==> src/rtl/lwh_pkg.sv <==
package lwh_pkg;

  typedef enum logic [2:0] {
    ST_IDLE  = 3'd0,
    ST_SEND  = 3'd1,
    ST_WAIT  = 3'd2,
    ST_TIMER = 3'd3,
    ST_DONE  = 3'd4
  } lwh_state_e;

  typedef struct packed {
    logic       up;
    logic       full;
    logic [1:0] rate;
  } lwh_status_t;

  localparam int WORD_W  = 16;
  localparam int BIT_UP  = 15;
  localparam int BIT_ACK = 14;
  localparam int BIT_DUP = 12;
  localparam int BIT_RLO = 10;
  localparam int BIT_ONE = 0;

endpackage

==> src/rtl/lwh_word_build.sv <==
module lwh_word_build
  import lwh_pkg::*;
(
  input  lwh_status_t       status,
  input  logic              ack_bit,
  output logic [WORD_W-1:0] word
);

  always_comb begin
    word                      = '0;
    word[BIT_UP]              = status.up;
    word[BIT_ACK]             = ack_bit;
    word[BIT_DUP]             = status.full;
    word[BIT_RLO+1:BIT_RLO]   = status.rate;
    word[BIT_ONE]             = 1'b1;
  end

endmodule

==> src/rtl/lwh_change_detect.sv <==
module lwh_change_detect
  import lwh_pkg::*;
(
  input  logic        clk,
  input  logic        rst_n,
  input  lwh_status_t live,
  output lwh_status_t snap,
  output logic        change
);

  assign change = (live != snap);

  always_ff @(posedge clk) begin
    if (!rst_n)      snap <= '0;
    else if (change) snap <= live;
  end

endmodule

==> src/rtl/lwh_interval_counter.sv <==
module lwh_interval_counter #(
  parameter int CW = 8
) (
  input  logic          clk,
  input  logic          rst_n,
  input  logic          clr,
  input  logic          run,
  input  logic [CW-1:0] limit,
  output logic          hit
);

  logic [CW-1:0] cnt;

  assign hit = run && (cnt == limit - CW'(1));

  always_ff @(posedge clk) begin
    if (!rst_n || clr)   cnt <= '0;
    else if (run && !hit) cnt <= cnt + CW'(1);
  end

  assert_count_bounded_R7: assert property (@(posedge clk) disable iff (!rst_n)
    run |-> (cnt < limit));

endmodule

==> src/rtl/lwh_fsm.sv <==
module lwh_fsm
  import lwh_pkg::*;
(
  input  logic       clk,
  input  logic       rst_n,
  input  logic       change,
  input  logic       rx_valid,
  input  logic       rx_ack_bit,
  input  logic       rx_one_bit,
  input  logic       hit,
  output lwh_state_e state_q,
  output logic       ack_q,
  output logic       clr,
  output logic       run,
  output logic       sel_long
);

  lwh_state_e state_d;
  logic       ack_d;
  logic       ack_ok;

  assign ack_ok = rx_valid && rx_ack_bit && rx_one_bit;

  always_comb begin
    state_d = state_q;
    ack_d   = ack_q;
    if (change) begin
      state_d = ST_SEND;
      ack_d   = 1'b0;
    end else begin
      case (state_q)
        ST_IDLE:  state_d = ST_SEND;
        ST_SEND:  if (hit) state_d = ST_WAIT;
        ST_WAIT:  if (ack_ok) begin
                    state_d = ST_TIMER;
                    ack_d   = 1'b1;
                  end
        ST_TIMER: if (hit) state_d = ST_DONE;
        ST_DONE:  state_d = ST_DONE;
        default:  state_d = ST_IDLE;
      endcase
    end
  end

  assign clr      = change || (state_d != state_q);
  assign run      = (state_q == ST_SEND) || (state_q == ST_TIMER);
  assign sel_long = (state_q == ST_TIMER);

  always_ff @(posedge clk) begin
    if (!rst_n) begin
      state_q <= ST_IDLE;
      ack_q   <= 1'b0;
    end else begin
      state_q <= state_d;
      ack_q   <= ack_d;
    end
  end

  assert_ack_after_mac_R6: assert property (@(posedge clk) disable iff (!rst_n)
    $rose(ack_q) |-> $past(rx_valid && rx_ack_bit && rx_one_bit));

  assert_restart_on_change_R8: assert property (@(posedge clk) disable iff (!rst_n)
    change |=> (state_q == ST_SEND) && !ack_q);

  assert_done_from_timer_R7: assert property (@(posedge clk) disable iff (!rst_n)
    $rose(state_q == ST_DONE) |-> $past(state_q == ST_TIMER));

endmodule

==> src/rtl/linkword_handshake.sv <==
module linkword_handshake
  import lwh_pkg::*;
#(
  parameter int SEND_HOLD_CYCLES  = 4,
  parameter int LINK_TIMER_CYCLES = 200000
) (
  input  logic        clk,
  input  logic        rst_n,
  input  logic        link_up,
  input  logic        full_duplex,
  input  logic [1:0]  speed_sel,
  input  logic [15:0] rx_word,
  input  logic        rx_valid,
  output logic [15:0] tx_word,
  output logic        tx_cfg_en,
  output logic        done
);

  localparam int MAXC = (SEND_HOLD_CYCLES > LINK_TIMER_CYCLES) ?
                        SEND_HOLD_CYCLES : LINK_TIMER_CYCLES;
  localparam int CW   = $clog2(MAXC + 1);

  lwh_status_t live, snap;
  lwh_state_e  state_q;
  logic        change, ack_q, clr, run, sel_long, hit;
  logic [CW-1:0] limit;
  logic        unused_rx_bits;

  assign live = '{up: link_up, full: full_duplex, rate: speed_sel};
  assign unused_rx_bits = ^{rx_word[15], rx_word[13:1]};

  lwh_change_detect u_chg (
    .clk(clk), .rst_n(rst_n), .live(live), .snap(snap), .change(change)
  );

  lwh_fsm u_fsm (
    .clk(clk), .rst_n(rst_n), .change(change), .rx_valid(rx_valid),
    .rx_ack_bit(rx_word[BIT_ACK]), .rx_one_bit(rx_word[BIT_ONE]),
    .hit(hit), .state_q(state_q), .ack_q(ack_q), .clr(clr), .run(run),
    .sel_long(sel_long)
  );

  assign limit = sel_long ? CW'(LINK_TIMER_CYCLES) : CW'(SEND_HOLD_CYCLES);

  lwh_interval_counter #(.CW(CW)) u_cnt (
    .clk(clk), .rst_n(rst_n), .clr(clr), .run(run), .limit(limit), .hit(hit)
  );

  lwh_word_build u_word (.status(snap), .ack_bit(ack_q), .word(tx_word));

  assign tx_cfg_en = (state_q == ST_SEND) || (state_q == ST_WAIT) ||
                     (state_q == ST_TIMER);
  assign done      = (state_q == ST_DONE);

  assert_word_steady_R5: assert property (@(posedge clk) disable iff (!rst_n)
    ((state_q == ST_SEND || state_q == ST_WAIT) &&
     $past(state_q == ST_SEND || state_q == ST_WAIT) && !$past(change))
    |-> $stable(tx_word));

  assert_quiet_when_done_R7: assert property (@(posedge clk) disable iff (!rst_n)
    done |-> !tx_cfg_en);

endmodule

==> config.mk <==
export PLATFORM = sky130hd
export DESIGN_NAME = linkword_handshake
export DESIGN_NICKNAME = d
export VERILOG_FILES = /design/src/rtl/lwh_pkg.sv /design/src/rtl/lwh_word_build.sv /design/src/rtl/lwh_change_detect.sv /design/src/rtl/lwh_interval_counter.sv /design/src/rtl/lwh_fsm.sv /design/src/rtl/linkword_handshake.sv
export SDC_FILE = /design/constraint.sdc
export NUM_CORES = 1
export LEC_CHECK = 0
export BUFFER_PORTS_ARGS = -buffer_cell sky130_fd_sc_hd__buf_2
export CAP_MARGIN = 20
export CORE_ASPECT_RATIO = 1.1
export CORE_MARGIN = 2
export CORE_UTILIZATION = 37
export CTS_CLUSTER_DIAMETER = 120
export DETAILED_ROUTE_END_ITERATION = 8
export GPL_TIMING_DRIVEN = 1
export SETUP_SLACK_MARGIN = 0.3
export SLEW_MARGIN = 20
export SYNTH_ARGS = -nofsm -noshare
export SYNTH_HDL_FRONTEND = slang
export SYNTH_SLANG_ARGS = --single-unit
export TNS_END_PERCENT = 1
==> constraint.sdc <==
create_clock -name clk -period 6.33 [get_ports clk]
set_input_delay 1.5825 -clock clk [delete_from_list [all_inputs] [get_ports clk]]
set_output_delay 1.5825 -clock clk [all_outputs]
set_load 0.01 [all_outputs]
[Word level (Yosys, flattened, before mapping)]
Index checks and enable logic that the tools add are counted.
Operators by class
  add/sub/neg operators: 2
  multiply operators: 0
  div/mod/pow operators: 0
  $lt $le $gt $ge: 0
  eq/ne operators: 7
  shifts and indexed selects: 0
  multiplexer cells: 6
  bitwise gates (word level): 1
  reduce and logical (&&, ||, !) cells: 14
Operators with widths (count)
  18-bit by 1-bit adder with 18-bit output, second input constant: 1
  18-bit == test: 1
  18-bit 2-to-1 mux: 1
  18-bit by 1-bit subtractor with 18-bit output, second input constant: 1
  3-bit case mux with 5 select lines: 1
  3-bit 2-to-1 mux: 4
  3-bit by 2-bit == test with 1-bit output, second input constant: 2
  1-bit logical OR: 5
  1-bit logical AND: 4
  4-bit != test: 1
  3-bit by 1-bit == test with 1-bit output, second input constant: 1
  3-bit == test, second input constant: 1
  3-bit zero test: 1
  3-bit != test: 1
  1-bit zero test: 2
  2-bit AND reduction: 1
  2-bit OR reduction: 1
  1-bit NOT: 1
Storage, ports and cells
  bits in registers: 26
  bits in latches: 0
  memory bits (writable): 0
  memory bits (read-only): 0
  output and inout bits: 18
  memories kept: 0

[Longest topological paths before layout]
  depth after elaboration: 11
  depth in mapped cells: 8

[By module]
Synthesis repeated with hierarchy kept, for this count alone.
Second synthesis, totals
  cells, all modules: 268
  area total of the unflattened synthesis: 2204.6 sq um
By module, submodules not included
  lwh_interval_counter: times used 1, cells each 207, area each 1674.1 sq um, seq. area each 360.3 sq um
  lwh_fsm: times used 1, cells each 26, area each 225.2 sq um, seq. area each 80.1 sq um
  lwh_change_detect: times used 1, cells each 13, area each 147.6 sq um, seq. area each 80.1 sq um
  lwh_word_build: times used 1, cells each 18, area each 127.6 sq um, seq. area each 0.0 sq um
  linkword_handshake: times used 1, cells each 4, area each 30.0 sq um, seq. area each 0.0 sq um

[Worst setup path after synthesis]
Ideal clock, no wire load.
  kind: input to register
  start: input port full_duplex
  end: register u_cnt.cnt[0]
  arrival: 2.975 ns
  data required time: 6.266 ns
  path slack: 3.291 ns
  stages: 7
  buffers on the path: 2
  path through: xor2_1 nor4_1 nand3b_1 a211o_1 buf_6 buf_12 nor2_1
Between the ends
  cells in the longest elaborated chain, start to end: 5
RTL lines
  from (decl): RTL line linkword_handshake.sv:10  | input logic full_duplex,
  4-bit != test (*): RTL line lwh_change_detect.sv:11  | assign change = (live != snap);
  3-bit 2-to-1 mux: RTL line lwh_fsm.sv:27  | if (change) begin
  3-bit != test: RTL line lwh_fsm.sv:45  | assign clr = change || (state_d != state_q);
  1-bit logical OR (*): RTL line lwh_fsm.sv:45
  1-bit logical OR (*): RTL line lwh_interval_counter.sv:17  | if (!rst_n || clr) cnt <= '0;
  to (signal assigned): RTL line lwh_interval_counter.sv:18  | else if (run && !hit) cnt <= cnt + CW'(1);
  to (decl): RTL line lwh_interval_counter.sv:12  | logic [CW-1:0] cnt;
Every way passes the cells marked *; elsewhere a longest branch is shown, timed or not.
A chain may end at the register's enable or synchronous reset.

[Worst setup path after layout]
  start: input port full_duplex
  end: register u_cnt.cnt[8]
Same word-level chain as after synthesis.

==> impl_results.md <==
* First-pass GRT wire length at 5070 um
* # nets final at 206
* Avg WL per Cell at 12.3 um
* Post-route setup TNS at 0 ns
* Fin cells at 231
* DP Cell Count at 227
* Core area at 3710 um2
* Leak pwr at 0.526 nW
* Starting density of the core at 39.1%
* Final setup viols at 0
* Synth unique cells at 43
* PortBufs at 15
* Ys flop type: dfxtp_1
* Rel. slew slack at 51.6%
* Final max-slew violation count at 0
* Post-synth top area share at 35.9%
* Routability cong. at 0.861
* Worst path cell trace: buf_2 > xor2_1 > nor4_1 > and4_1 > a211o_1 > nor2_1
* Clock transition at path regs at 0.09 ns
* Sequential area share after synthesis at 35.9%
* Area grow syn2layout at 7.16%
* Worst skew pair latency at 0.27 ns
* Clk buf depth at 2
* Cts hold-fix bufs at 0
* Drt first pass iters at 4
* Slew @ Worst Pin at 0.719 ns
* CP top delay family: simple AND/OR/NAND/NOR gates
* WL final at 2840 um
* CTS tree: yes
* Largest net degree at the start of global routing at 19
* Vias at 1235
* Syn avg cell area at 8.48 um2
* Max Freq at 308 MHz
* Clock skew at 0.00452 ns
* Synth area leader: dfxtp_1
* EDFF count, synth at 0
* Slowest Stage Delay on Critical Path at 0.65 ns
* Final Hold Viols at 0
* CP max stage cell: nor4_1
* DPL Wire Length at 2160 um
* Worst hold path class: reg -> reg
* Sink Count at 26
* PnR worst setup slack at 3.08 ns
* Req. time, crit path at 6.47 ns
* Remaining global-route overflow at 0
* Ports at 41
* Die Height at 69.7 um
* Initial antenna violation count at 0
* Crit path buffers/inverters at 1
* Via/cell ratio at 5.35
* Final ANT Viol Nets at 0
* # resized after CTS at 0
* Multi-input logic area at 813 um2
* Final core occ at 41.9%
* Starting DRT DRC Count at 49
* CP Capture Type: register
* Total track usage at 13.7%
* Synthesis-stage register bit count at 26
* TritonCTS Buffers at 3
* PD cells at 206 nW/um2
* Tcrit/Tclk final at 51.3%
* Fill cells at 378
* Status: complete, no violations
* Pre-CTS WS at 2.77 ns
* Design area at 1550 um2
* CTS root buffer: clkbuf_8
* Die area at 4440 um2
* Antenna cells at 0
* Post-CTS repair timing setup buffer count at 0
* VDD IR max at 0.000102 V
* Reg area at 520 um2
* Post-Syn Area at 1450 um2
* RSZ-0062 raised after global routing: false
* DRC at 0
* Top cells by area, synth: dfxtp_1, buf_4, xor2_1
* DIE WIDTH at 63.7 um
* Fin crit period at 3.25 ns
* Worst Path Arrival at 3.39 ns
* Crit Path Category: in -> reg
* Fraction of layout cells with a size suffix above 1 at 14.4%
* CP Launch Type: primary input
* H-tree depth at 1
* Placed cell area at 1480 um2
* Max_cap viols at 0
* Ys async rst share at 0%
* Syn. warnings at 0
* Synth Instances at 171
* Row cnt at 23
* CP Max Fanout at 18
* Vias in the first global route at 1190
-- state kept, by name, indices dropped and copies added, names as in the netlist --
name and count:
u_fsm.ack_q 1, u_chg.snap 4, u_fsm.state_q 3, u_cnt.cnt 18
-- placed cells by master, fill, tap and decap left out, types with 4 or more instances in the layout --
cell type / instances
nor2_1: 21
nand3_1: 9
conb_1: 11
dfxtp_1: 26
nor4_1: 4
xor2_1: 10
nand2_1: 8
o21ai_0: 6
or3_1: 6
a21oi_1: 9
buf_2: 15
and2_1: 5
nand4_1: 5
nor3_1: 6
-- per-layer routing --
layer	GRT usage [%]	share of wire (%)	vias to the layer above
li1	-	-	610
met1	16.4	45	572
met2	24.1	48	45
met3	2.76	5.7	8
met4	4.35	1.3	0
met5	0	0	-
-- synth_stat cells, types with 2 or more instances --
cell type   n
conb_1      2
nor3_1      6
nand3_1     9
a211o_1     2
and2_1      5
dfxtp_1    26
nor4b_1     2
nand4_1     5
xor2_1     10
buf_4      12
nor2_1     21
inv_1       3
nand2_1     8
clkbuf_1    2
xnor2_1     3
or4_1       3
o21ai_0     6
o31ai_1     3
buf_2       2
or3_1       6
and3_1      2
nor4_1      4
a21oi_1     9
-- where the power goes --
part / switching, mW / leakage, nW / internal (mW)
Combinational: 0.0107 / 0.279 / 0.00693
Sequential: 0.00165 / 0.211 / 0.165
Clock: 0.0508 / 0.0357 / 0.0845
-- tightest hold or removal path: cells and delay by family, from the launching register on --
family	cells	cell delay (ns)
DFF	1	0.33
and+or+nand+nor	2	0.11
-- layout make-up --
cell class	count	area share (%)
multi-input cells	133	52.3
repair buffers	15	4.83
inverters	3	0.725
flip-flops and latches	26	33.5
well taps	50	4.03
clock buffers	3	2.66
clock inverters	1	1.93
-- cells by family after synthesis --
family	after synthesis	share of synthesized area [%]
and+or+nand+nor	81	31.1
muxes	1	0.690
xor gates and xnor gates	13	7.85
AOI/OAI and AO/OA	26	12.8
buffers and inverters	21	10.4
adders and majority gates	1	0.863
DFF	26	35.9
other	2	0.518
-- worst paths after layout --
path | cells past startpoint | slack (ns) | startpoint | to
setup / recovery | 6 | 3.08 | full_duplex | u_cnt.cnt[8]
hold / removal | 2 | 0.47 | u_fsm.ack_q | u_fsm.ack_q
hold reg to reg | 2 | 0.47 | u_fsm.ack_q | u_fsm.ack_q
setup reg to reg | 6 | 3.78 | u_cnt.cnt[0] | u_cnt.cnt[8]
-- through the flow --
step,hold WS (ns),power (mW)
after floorplan,0.442,0.188
after global placement,0.450,0.188
after detailed placement,0.456,0.188
after CTS,0.478,0.323
after global routing,0.499,0.332
final,0.472,0.320
Note: power is estimated with default switching activity, not from simulation.
